[src/rtl/stream_line_buf.sv]
module stream_line_buf #(
  parameter int ADDR_W  = 32,
  parameter int ENTRIES = 4,
  parameter int DATA_W  = 128
) (
  input  logic              clk,
  input  logic              rst_n,
  input  logic              ld_valid,
  output logic              ld_ready,
  input  logic [ADDR_W-5:0] ld_caddr,
  output logic              rsp_valid,
  output logic [DATA_W-1:0] rsp_data,
  output logic              fill_req_valid,
  input  logic              fill_req_ready,
  output logic [ADDR_W-7:0] fill_req_line,
  input  logic              fill_beat_valid,
  input  logic [DATA_W-1:0] fill_beat_data
);
  localparam int TAG_W = ADDR_W - 6;
  localparam int IDX_W = (ENTRIES > 1) ? $clog2(ENTRIES) : 1;

  typedef enum logic [1:0] {S_IDLE, S_REQ, S_FILL} state_t;
  state_t state;

  logic              ent_vld  [ENTRIES];
  logic [TAG_W-1:0]  ent_tag  [ENTRIES];
  logic [3:0]        ent_used [ENTRIES];
  logic [DATA_W-1:0] ent_data [ENTRIES][4];

  logic [IDX_W-1:0] cur_idx, hit_idx, free_idx, tgt_idx;
  logic [1:0]       cur_chunk, beat;
  logic             tag_hit, free_any, fresh, accept;

  wire [TAG_W-1:0] ld_tag   = ld_caddr[ADDR_W-5:2];
  wire [1:0]       ld_chunk = ld_caddr[1:0];

  always_comb begin
    tag_hit  = 1'b0;
    hit_idx  = '0;
    free_any = 1'b0;
    free_idx = '0;
    for (int i = 0; i < ENTRIES; i++) begin
      if (!tag_hit && ent_vld[i] && ent_tag[i] == ld_tag) begin
        tag_hit = 1'b1;
        hit_idx = IDX_W'(i);
      end
      if (!free_any && !ent_vld[i]) begin
        free_any = 1'b1;
        free_idx = IDX_W'(i);
      end
    end
  end

  assign fresh          = tag_hit && !ent_used[hit_idx][ld_chunk];
  assign tgt_idx        = tag_hit ? hit_idx : free_idx;
  assign ld_ready       = (state == S_IDLE) && (tag_hit || free_any);
  assign accept         = ld_valid && ld_ready;
  assign fill_req_valid = (state == S_REQ);
  assign fill_req_line  = ent_tag[cur_idx];

  always_ff @(posedge clk or negedge rst_n) begin
    if (!rst_n) begin
      state     <= S_IDLE;
      rsp_valid <= 1'b0;
      rsp_data  <= '0;
      cur_idx   <= '0;
      cur_chunk <= '0;
      beat      <= '0;
      for (int i = 0; i < ENTRIES; i++) begin
        ent_vld[i]  <= 1'b0;
        ent_tag[i]  <= '0;
        ent_used[i] <= '0;
      end
    end else begin
      rsp_valid <= 1'b0;
      case (state)
        S_IDLE: if (accept) begin
          if (fresh) begin
            rsp_valid <= 1'b1;
            rsp_data  <= ent_data[hit_idx][ld_chunk];
            ent_used[hit_idx][ld_chunk] <= 1'b1;
            if (&(ent_used[hit_idx] | (4'b0001 << ld_chunk)))
              ent_vld[hit_idx] <= 1'b0;
          end else begin
            ent_vld[tgt_idx]  <= 1'b1;
            ent_tag[tgt_idx]  <= ld_tag;
            ent_used[tgt_idx] <= '0;
            cur_idx   <= tgt_idx;
            cur_chunk <= ld_chunk;
            state     <= S_REQ;
          end
        end
        S_REQ: if (fill_req_ready) begin
          beat  <= '0;
          state <= S_FILL;
        end
        S_FILL: if (fill_beat_valid) begin
          if (beat == cur_chunk) begin
            rsp_valid <= 1'b1;
            rsp_data  <= fill_beat_data;
            ent_used[cur_idx][beat] <= 1'b1;
          end
          beat <= beat + 2'd1;
          if (beat == 2'd3) state <= S_IDLE;
        end
        default: state <= S_IDLE;
      endcase
    end
  end

  always_ff @(posedge clk) begin
    if (state == S_FILL && fill_beat_valid)
      ent_data[cur_idx][beat] <= fill_beat_data;
  end
endmodule

[config.mk]
export PLATFORM = sky130hd
export DESIGN_NAME = stream_line_buf
export DESIGN_NICKNAME = d
export VERILOG_FILES = /design/src/rtl/stream_line_buf.sv
export SDC_FILE = /design/constraint.sdc
export NUM_CORES = 2
export LEC_CHECK = 0
export BUFFER_PORTS_ARGS = -buffer_cell sky130_fd_sc_hd__buf_2
export CORE_MARGIN = 2
export CORE_UTILIZATION = 46
export DETAILED_ROUTE_END_ITERATION = 10
export PLACE_DENSITY = 0.61
export SYNTH_ARGS = -nofsm -noshare
export SYNTH_HDL_FRONTEND = slang
export SYNTH_SLANG_ARGS = --single-unit
[constraint.sdc]
create_clock -name clk -period 5.9 [get_ports clk]
set_input_delay 0.59 -clock clk [delete_from_list [all_inputs] [get_ports clk]]
set_output_delay 0.59 -clock clk [all_outputs]
set_load 0.01 [all_outputs]
==> results.json <==
{
  "fmax_mhz": 194.5,
  "setup.worst_path.end_class": "output pin",
  "synth_edf_count": 2048,
  "synth_seq_cells": 2309,
  "dieWidth_um": 448.2,
  "fin_area_mm2": 0.1043,
  "route.detailed.drc": 0,
  "power.density_mw_per_mm2": 396.4,
  "hp-class": "in2reg",
  "crit_fanout": 22,
  "ys.flop_type": "edfxtp_1",
  "dr.first_iter.drc_count": 9061,
  "wire_per_inst_um": 37.05,
  "coreArea_mm2": 0.1966,
  "netlist_top_cells_count": "edfxtp_1, nand2_1, dfrtp_1",
  "synth_area_mm2": 0.09076,
  "track_usage_pct": 31.71,
  "synth_nets": 5608,
  "ant_nets": 0,
  "floorplan.initialDensity_pct": 46.17,
  "place_hpwl_um": 179100,
  "port_buffers": 317,
  "die_h_um": 448.2,
  "status": "finished clean",
  "cp_data_arrival_time_ns": 4.55,
  "antenna_found_initial": 45,
  "yosysMostFrequentCell": "edfxtp_1",
  "setup_viol": 0,
  "die_area_mm2": 0.2009,
  "ir_drop_v": 0.0003267,
  "fillers": 15800,
  "place_congestion": 0.9272,
  "maxSlewHeadroom_pct": 11.64,
  "startpoint_type": "flop",
  "post_cts_buffers": 0,
  "grt_pass1_vias": 55360,
  "placed_cell_area_mm2": 0.09680,
  "path_clk_slew_ns": 0.06,
  "hold_violations": 0,
  "synthArstFlopShare_pct": 11.30,
  "p_leak_nw": 34.91,
  "cts_buffers": 226,
  "rsz0062_at_grt": "no",
  "tns_ns": 0,
  "viasPerCell": 6.648,
  "yosysWarnings": 0,
  "cts_num_sinks": 2309,
  "tightest_slew_ns": 1.318,
  "synth.largest_area_cell": "edfxtp_1",
  "drive_gt1_share_pct": 21.23,
  "drv_cap": 0,
  "grt_first_pass_wirelength_um": 443100,
  "cts_max_path_buffers": 3,
  "h-tree-depth": 4,
  "crit_type": "reg2out",
  "period_needed_ns": 5.142,
  "finClkSkew_ns": 0.04741,
  "fin_crit_sh_pct": 87.15,
  "synth_area_leaders": "edfxtp_1, dfrtp_1, mux2_2",
  "synth_seq_area_share_pct": 74.95,
  "cts_tree": "done",
  "synth_cell_types": 96,
  "insertion_delay_ns": 0.91,
  "totalWireLength_um": 322500,
  "syn_area_per_cell_um2": 16.68,
  "overflow": 0,
  "slew_violations": 0,
  "syn_to_final_growth_pct": 14.96,
  "io_pins": 318,
  "placementRows": 163,
  "clockRootBuffer": "clkbuf_16",
  "finalNetCount": 6011,
  "grt_max_degree": 102,
  "drtPass1Iterations": 7,
  "syn-instance-count": 5443,
  "via_count": 57860,
  "cp.required_ns": 5.31,
  "synth_top_area_share_pct": 67.76
}
repair_timing:
action,4_1_cts,5_1_grt
endpoints found under the hold margin,102,0
resized for setup,0,0
hold buffers,3,0
routing by layer:
layer / up-vias / wire [um] / global-route usage (%)
met5: - / 251 / 0
li1: 22930 / - / -
met2: 4139 / 147800 / 48.91
met4: 37 / 15990 / 14.68
met1: 30000 / 120300 / 43.15
met3: 754 / 38110 / 6.959
layout by cell type, fill, tap and decap left out, types with 23 or more instances in the layout:
| cell type | instances |
|---|---|
| xnor2_1 | 103 |
| mux2_4 | 70 |
| o32a_1 | 31 |
| a22o_1 | 105 |
| mux2_2 | 163 |
| nor3_1 | 34 |
| clkbuf_8 | 26 |
| buf_4 | 180 |
| nand2_1 | 272 |
| o2bb2ai_1 | 23 |
| dfrtp_1 | 260 |
| a221o_1 | 43 |
| nor2_1 | 177 |
| buf_2 | 314 |
| clkinv_1 | 26 |
| o21ai_0 | 141 |
| a221oi_1 | 89 |
| nand3_1 | 136 |
| a211oi_1 | 29 |
| mux2i_1 | 136 |
| a31oi_1 | 85 |
| buf_12 | 57 |
| a21oi_1 | 216 |
| and3_1 | 36 |
| edfxtp_1 | 2048 |
| mux4_2 | 69 |
| a22oi_1 | 194 |
| clkinv_2 | 44 |
| clkbuf_16 | 229 |
| nand4_1 | 74 |
| clkbuf_1 | 71 |
| a222oi_1 | 104 |
area by class of cell:
cell class,instances,area (um2),share of cell area (%)
clock buffers,326,6355,6.090
inverters,21,87.58,0.08394
well taps,2640,3303,3.166
clock inverters,104,1105,1.059
repair buffers,558,4150,3.977
diodes,16,40.04,0.03837
flip-flops and latches,2309,68030,65.20
multi-input cells,2730,21270,20.39
through the flow:
stage | cells | util, % | total power, W | hold WS, ns | setup slack, ns
4_1_cts | 8687 | 53.05 | 0.04138 | 0.02906 | 0.6999
3_5_place_dp | 8254 | 49.24 | 0.02704 | 0.4881 | 0.8292
5_1_grt | 8698 | 53.07 | 0.04254 | 0.06805 | 0.6374
2_1_floorplan | 5443 | - | 0.02389 | 0.2944 | 0.2665
6_report | 8704 | 53.07 | 0.04136 | 0.07804 | 0.7581
3_3_place_gp | 8254 | 49.24 | 0.02697 | 0.4793 | 0.8640
critical path, cell delays in order, from the launching register on:
cell and delay [ns]:
dfrtp_1 0.42, xnor2_1 0.29, nand4_1 0.21, or4_1 0.90, o22ai_4 0.32, buf_4 0.45
nor4_1 0.16, nor3_1 0.64, buf_2 0.26
kinds of logic (layout without fill, tap and decap cells):
group / count (synthesis) / in the layout / share of synthesized area (%)
multiplexers: 454 / 454 / 6.591
buffers and inverters: 404 / 1009 / 2.029
flip-flops: 2309 / 2309 / 74.95
adder cells (fa/ha/maj): 4 / 4 / 0.05514
XOR/XNOR: 108 / 108 / 1.050
AND/OR/NAND/NOR: 864 / 864 / 4.589
AO/OA/AOI/OAI: 1300 / 1300 / 10.73
other: 0 / 16 / 0
report_power, final:
part | switching [W] | internal (W)
Clock | 0.00630 | 0.00825
Sequential | 0.00101 | 0.0190
Combinational | 0.00403 | 0.00274
Total | 0.0113 | 0.0300
final timing paths:
path,depth (start not counted),slack [ns],end,from
worst min-delay path,1,0.08,ent_data[2][222],fill_beat_data[94]
worst max register to register,11,1.07,ent_tag[44],ent_tag[19]
worst min register to register,2,0.50,rsp_data[3],rsp_data[3]
max in group asynchronous,3,4.22,rsp_data[44],rst_n
min in group asynchronous,2,0.34,rsp_data[28],rst_n
worst max-delay path,8,0.76,ld_ready,ent_tag[78]
registers in the layout, summed over array words and instances (netlist names):
register   cells
state          2
ent_tag      104
ent_used      16
cur_chunk      2
rsp_data     128
beat           2
rsp_valid      1
ent_data    2048
cur_idx        2
ent_vld        4
Note: power is estimated with default switching activity, not from simulation.
